===== src/rtl/mce_pkg.sv =====
package mce_pkg;
  localparam int unsigned MAX_BPP = 4;
  localparam int unsigned LANE_W  = $clog2(MAX_BPP);

  typedef enum logic [LANE_W-1:0] {
    DEPTH_8  = 2'd0,
    DEPTH_16 = 2'd1,
    DEPTH_24 = 2'd2,
    DEPTH_32 = 2'd3
  } depth_e;

  typedef struct packed {
    depth_e depth;
    logic   dword;
  } cfg_t;
endpackage


===== src/rtl/mce_lane_ctr.sv =====
module mce_lane_ctr
  import mce_pkg::*;
#(
  parameter int unsigned XCNT_W = LANE_W + 3
) (
  input  logic              clk_i,
  input  logic              rst_ni,
  input  logic              step_i,
  input  depth_e            depth_i,
  output logic [LANE_W-1:0] lane_o,
  output logic              last_o,
  output logic [XCNT_W-1:0] xcnt_o
);
  logic [XCNT_W-1:0] xcnt_q, wrap_at;

  // 8 * bytes_per_pixel - 1
  assign wrap_at = {depth_i, 3'b111};

  always_ff @(posedge clk_i or negedge rst_ni) begin
    if (!rst_ni)              xcnt_q <= '0;
    else if (step_i) begin
      if (xcnt_q == wrap_at)  xcnt_q <= '0;
      else                    xcnt_q <= xcnt_q + 1'b1;
    end
  end

  always_comb begin
    unique case (depth_i)
      DEPTH_8:  lane_o = '0;
      DEPTH_16: lane_o = {1'b0, xcnt_q[0]};
      DEPTH_24: lane_o = LANE_W'(xcnt_q % XCNT_W'(3));
      default:  lane_o = xcnt_q[LANE_W-1:0];
    endcase
  end

  assign last_o = (lane_o == depth_i);
  assign xcnt_o = xcnt_q;

  a_r5_xcnt_in_range: assert property (@(posedge clk_i) disable iff (!rst_ni)
    xcnt_q <= wrap_at);
  a_r4_lane_in_pixel: assert property (@(posedge clk_i) disable iff (!rst_ni)
    lane_o <= depth_i);
endmodule


===== src/rtl/mce_bit_shifter.sv =====
module mce_bit_shifter #(
  parameter int unsigned DATA_W = 32,
  parameter int unsigned BCNT_W = $clog2(DATA_W + 1)
) (
  input  logic              clk_i,
  input  logic              rst_ni,
  input  logic              load_i,
  input  logic [DATA_W-1:0] data_i,
  input  logic              dword_i,
  input  logic              shift_i,
  output logic              mask_o,
  output logic              busy_o,
  output logic [BCNT_W-1:0] bits_left_o
);
  logic [DATA_W-1:0] sreg_q;
  logic [BCNT_W-1:0] cnt_q;

  always_ff @(posedge clk_i or negedge rst_ni) begin
    if (!rst_ni) begin
      sreg_q <= '0;
      cnt_q  <= '0;
    end else if (load_i) begin
      sreg_q <= data_i;
      cnt_q  <= dword_i ? BCNT_W'(DATA_W) : BCNT_W'(8);
    end else if (shift_i) begin
      sreg_q <= sreg_q << 1;
      cnt_q  <= cnt_q - 1'b1;
    end
  end

  // live pixel bit sits at the top of the selected granule
  assign mask_o      = dword_i ? sreg_q[DATA_W-1] : sreg_q[7];
  assign busy_o      = (cnt_q != '0);
  assign bits_left_o = cnt_q;

  a_r2_no_underflow: assert property (@(posedge clk_i) disable iff (!rst_ni)
    shift_i |-> busy_o);
  a_r2_count_bound: assert property (@(posedge clk_i) disable iff (!rst_ni)
    cnt_q <= BCNT_W'(DATA_W));
endmodule


===== src/rtl/mce_color_sel.sv =====
module mce_color_sel
  import mce_pkg::*;
#(
  parameter int unsigned COLOR_W = 8 * MAX_BPP
) (
  input  logic               mask_i,
  input  logic [LANE_W-1:0]  lane_i,
  input  logic [COLOR_W-1:0] fg_i,
  input  logic [COLOR_W-1:0] bg_i,
  output logic [7:0]         byte_o
);
  localparam int unsigned NLANE = COLOR_W / 8;

  logic [COLOR_W-1:0] color;
  logic [7:0]         lanes [NLANE];

  assign color = mask_i ? fg_i : bg_i;

  for (genvar g = 0; g < NLANE; g++) begin : g_lane
    assign lanes[g] = color[8*g +: 8];
  end

  assign byte_o = lanes[lane_i];
endmodule


===== src/rtl/mono_color_expander.sv =====
module mono_color_expander
  import mce_pkg::*;
#(
  parameter int unsigned DATA_W  = 32,
  parameter int unsigned COLOR_W = 8 * MAX_BPP
) (
  input  logic               clk_i,
  input  logic               rst_ni,
  input  logic               word_valid_i,
  input  logic [DATA_W-1:0]  word_data_i,
  output logic               word_ready_o,
  input  logic [LANE_W-1:0]  depth_i,
  input  logic               dword_i,
  input  logic [COLOR_W-1:0] fg_color_i,
  input  logic [COLOR_W-1:0] bg_color_i,
  output logic [7:0]         byte_o,
  output logic               mask_o,
  output logic               byte_valid_o
);
  localparam int unsigned BCNT_W = $clog2(DATA_W + 1);
  localparam int unsigned XCNT_W = LANE_W + 3;

  cfg_t              cfg_q;
  logic              accept, busy, last, mask;
  logic [LANE_W-1:0] lane;
  logic [XCNT_W-1:0] xcnt;
  logic [BCNT_W-1:0] bits_left;

  assign accept = word_valid_i & word_ready_o;

  always_ff @(posedge clk_i or negedge rst_ni) begin
    if (!rst_ni)     cfg_q <= '{depth: DEPTH_8, dword: 1'b0};
    else if (accept) cfg_q <= '{depth: depth_e'(depth_i), dword: dword_i};
  end

  mce_bit_shifter #(.DATA_W(DATA_W), .BCNT_W(BCNT_W)) i_shift (
    .clk_i, .rst_ni,
    .load_i      (accept),
    .data_i      (word_data_i),
    .dword_i     (accept ? dword_i : cfg_q.dword),
    .shift_i     (busy & last),
    .mask_o      (mask),
    .busy_o      (busy),
    .bits_left_o (bits_left)
  );

  mce_lane_ctr #(.XCNT_W(XCNT_W)) i_lane (
    .clk_i, .rst_ni,
    .step_i  (busy),
    .depth_i (cfg_q.depth),
    .lane_o  (lane),
    .last_o  (last),
    .xcnt_o  (xcnt)
  );

  mce_color_sel #(.COLOR_W(COLOR_W)) i_sel (
    .mask_i (mask),
    .lane_i (lane),
    .fg_i   (fg_color_i),
    .bg_i   (bg_color_i),
    .byte_o (byte_o)
  );

  assign word_ready_o = ~busy;
  assign byte_valid_o = busy;
  assign mask_o       = mask;

  a_r6_accept_then_bytes: assert property (@(posedge clk_i) disable iff (!rst_ni)
    accept |=> byte_valid_o);
  a_r5_word_starts_lane0: assert property (@(posedge clk_i) disable iff (!rst_ni)
    accept |-> (xcnt == '0));
  a_r4_bit_held_in_pixel: assert property (@(posedge clk_i) disable iff (!rst_ni)
    (byte_valid_o && !last) |=> ($stable(mask_o) && $stable(bits_left)));
  a_r4_bit_advances: assert property (@(posedge clk_i) disable iff (!rst_ni)
    (byte_valid_o && last) |=> (bits_left == $past(bits_left) - 1'b1));
  a_r10_cfg_held: assert property (@(posedge clk_i) disable iff (!rst_ni)
    byte_valid_o |=> $stable(cfg_q));
  a_r6_ready_on_done: assert property (@(posedge clk_i) disable iff (!rst_ni)
    $fell(byte_valid_o) |-> word_ready_o);
endmodule


===== config.mk =====
export PLATFORM = sky130hd
export DESIGN_NAME = mono_color_expander
export DESIGN_NICKNAME = d
export VERILOG_FILES = /design/src/rtl/mce_pkg.sv /design/src/rtl/mce_lane_ctr.sv /design/src/rtl/mce_bit_shifter.sv /design/src/rtl/mce_color_sel.sv /design/src/rtl/mono_color_expander.sv
export SDC_FILE = /design/constraint.sdc
export NUM_CORES = 1
export LEC_CHECK = 0
export ABC_AREA = 1
export BUFFER_PORTS_ARGS = -buffer_cell sky130_fd_sc_hd__buf_4
export CAP_MARGIN = 20
export CELL_PAD_IN_SITES_DETAIL_PLACEMENT = 1
export CELL_PAD_IN_SITES_GLOBAL_PLACEMENT = 2
export CORE_ASPECT_RATIO = 0.7
export CORE_UTILIZATION = 24
export DETAILED_ROUTE_END_ITERATION = 7
export PLACE_DENSITY_LB_ADDON = 0.1
export SLEW_MARGIN = 40
export SYNTH_ARGS = -nofsm -noshare
export SYNTH_HDL_FRONTEND = slang
export SYNTH_HIERARCHICAL = 1
export SYNTH_SLANG_ARGS = --single-unit

===== constraint.sdc =====
create_clock -name clk_i -period 3.1 [get_ports clk_i]
set_clock_uncertainty 0.2 [all_clocks]
set_input_delay 0.31 -clock clk_i [delete_from_list [all_inputs] [get_ports clk_i]]
set_output_delay 0.31 -clock clk_i [all_outputs]
set_load 0.02 [all_outputs]

==> metrics.cfg <==
[critical_path]
endpoint_kind = output port
cp_data_arrival_time_ps = 2940
rr_endpoint = i_shift/sreg_q[22]
startpoint_type = flip-flop
reg2reg_from = i_lane/xcnt_o[3]
crit_path_max_fanout = 5
r2r_slack_ps = -320
rr_worst_depth = 30
path_class = flip-flop to output port
worstPathRequired_ps = 2590

[power]
leakage_nw = 3.06
power_mw = 7.60
p_per_area_mw_per_mm2 = 1330
ir_worst_vdd_mv = 0.407

[clock_network]
cts.sinks = 46
worstSkewPairLatency_ps = 290
ctsLongestPathBuffers = 2
cts-root-buf = clkbuf_16
clk_pin_slew_worst_paths_ps = 60
cts_buffers = 5
cts_tree = done
htreeDepth = 2

[detailed_routing]
drt-total-wl_mm = 12.3
drtPass1Iterations = 4
post_drt_wl_per_cell_um = 14.0
drt_iter0_markers = 91
drtAntennaViolNets = 0
drt-vias-per-instance = 4.35
vias = 3816
drc = 0

[timing]
worst_pin_slew_ps = 612
fmax_ghz = 0.290
setup_viol = 46
period_needed_ps = 3450
tns_ps = -11570
hold_ws_ps = 26.0
slew_violations = 0
slew_headroom_pct = 59.2
fin_ws_ps = -350
grt_setup_unrepaired = true
hold_viol = 0
fin_crit_sh_pct = 111

[yosys]
post_synth.cell_area_avg_sq_um = 6.63
syn_area_sq_mm = 0.00353
synthDistinctLibCells = 32
yosysWarnings = 6
synthCells = 533
synthArstFlopShare_pct = 100
synth.net_count = 643
ys_ff_latch = 46
synth-edff-count = 0
synthFlopType = dfrtp_1
seq_area_frac_synth_pct = 32.6

[min_path]
hold_end = i_shift/sreg_q[13]
worstHoldPathCells = 3
worstHoldPathType = input port to flip-flop
hold_start = word_data_i[13]

[place]
dpl_cell_area_sq_mm = 0.00476
gp_congestion = 0.772
dp_slack_ps = -267
dp.cells = 841
port_buffers = 112
hpwl_mm = 8.88

[final_layout]
final_area_sq_mm = 0.00572
layout-drive-gt1-share_pct = 42.4
area_delta_synth_final_pct = 61.8
most-common-layout-cells = 174 x nand2_1, 131 x buf_4, 95 x inv_1
final_nets = 797
final_cells = 878
utilization_pct = 40.4
diodes = 0
final_common_cell = nand2_1
n_fill_cell = 1768

[global_routing]
grt.busiest_layer = met2
use_met3_pct = 2.69
grt-ovfl-total = 0
use_met2_pct = 26.8
antenna_found_initial = 0
grt_pass1_vias = 4016
grt_use_total_pct = 16.4
grt_max_degree = 47
use_met1_pct = 22.8
grt_first_pass_wirelength_mm = 19.9

[floorplanning]
die_x_um = 147
die_h_um = 104
dieArea_sq_mm = 0.0152
start_util_pct = 25.0
num_rows = 36
io_pins = 113
coreArea_sq_mm = 0.0141

[job]
maxCapViolCount = 0

[outcome]
failed_checks = setup timing
outcome = finished, violations left

==> power by group <==
group | total (mW) | switching (mW) | internal, mW | leakage, nW
sequential | 0.962 | 0.139 | 0.823 | 0.597
clock | 0.535 | 0.236 | 0.299 | 0.0708
combinational | 6.10 | 3.17 | 2.93 | 2.39
total | 7.60 | 3.54 | 4.06 | 3.06
==> synth_stat cells (2+ instances only) <==
library cell	count	share of area (%)
buf_8	2	0.85
o21ai_0	3	0.42
clkbuf_1	3	0.32
buf_2	3	0.42
nor3_1	3	0.42
o221ai_2	7	3.0
ha_1	8	2.8
nand4_1	8	1.4
inv_1	106	11
nand2_2	19	3.4
inv_2	4	0.42
nand4_2	2	0.71
xnor2_1	2	0.50
nand3_1	63	8.9
nand3_2	3	0.85
dfrtp_1	46	33
buf_6	9	2.9
nor2_1	13	1.4
o221ai_1	9	2.2
nand2_1	199	21
buf_4	5	1.1
a21oi_1	4	0.57
o21ai_1	3	0.42
==> flip-flops by register name, summed over array words and instances (netlist names) <==
name,cells
cfg_q,3
i_lane/xcnt_o,5
i_shift/bits_left_o,6
i_shift/sreg_q,32
==> logic make-up after synthesis <==
family / synth area share [%]
AOI/OAI and AO/OA: 7.26
xor gates and xnor gates: 0.744
adders and majority gates: 2.83
buffers and inverters: 17.9
DFF: 32.6
and+or+nand+nor: 38.7
==> per-layer routing <==
layer	vias to the layer above	wire length, um
li1	1951	-
met4	0	125
met5	-	0
met2	68	5610
met3	10	465
met1	1787	6060
==> worst max-delay path, stage by stage, from the launching register on <==
cell and delay [ps]:
dfrtp_2 420, inv_4 70, ha_4 120, nand2_2 40
inv_2 40, nand2_2 50, nand2_4 80, nand2_4 70
nand3_4 150, nand2_4 70, nand2_4 90, nand3_2 70
nand2_1 90, nand2_2 70, ha_4 160, inv_2 60
nand3_2 80, nand2_1 60, nand2_1 50, nand2_2 80
nand3_4 120, clkinvlp_4 110, buf_6 130, nand3_2 60
nand2_1 60, nand2_1 60, nand2_2 70, buf_6 110
==> worst max-delay path by stage <==
| stage | from | endpoint | slack [ps] | depth (start not counted) |
|---|---|---|---|---|
| 4_1_cts | i_lane/xcnt_o[1] | byte_o[6] | -430 | 27 |
| 2_1_floorplan | i_lane/xcnt_o[0] | byte_o[3] | 0.7 | 27 |
| 3_5_place_dp | i_lane/xcnt_o[3] | byte_o[7] | -270 | 22 |
| 3_3_place_gp | i_lane/xcnt_o[1] | byte_o[3] | -200 | 26 |
| 5_1_grt | i_lane/xcnt_o[1] | byte_o[6] | -600 | 27 |
| 6_report | i_lane/xcnt_o[1] | byte_o[6] | -350 | 27 |
==> final cells by class <==
type                    instances  area, sq um  area share, %
flip-flops and latches         46         1150           20.2
multi-input cells             352         2180           38.1
repair buffers                169         1550           27.0
clock buffers                   6          129           2.25
inverters                     112          450           7.88
repair inverters                1         7.51          0.131
well taps                     190          238           4.16
clock inverters                 2         13.8          0.241
==> timing repair <==
action | 4_1_cts | 5_1_grt
gates resized for setup | 73 | 49
pin swaps | 39 | 34
setup buffers | 15 | 8
hold buffers | 1 | 0
setup endpoints to repair | 45 | 46
hold endpoints to repair | 46 | 0
gates cloned | 6 | 0
Power figures use the tool's default switching activity.
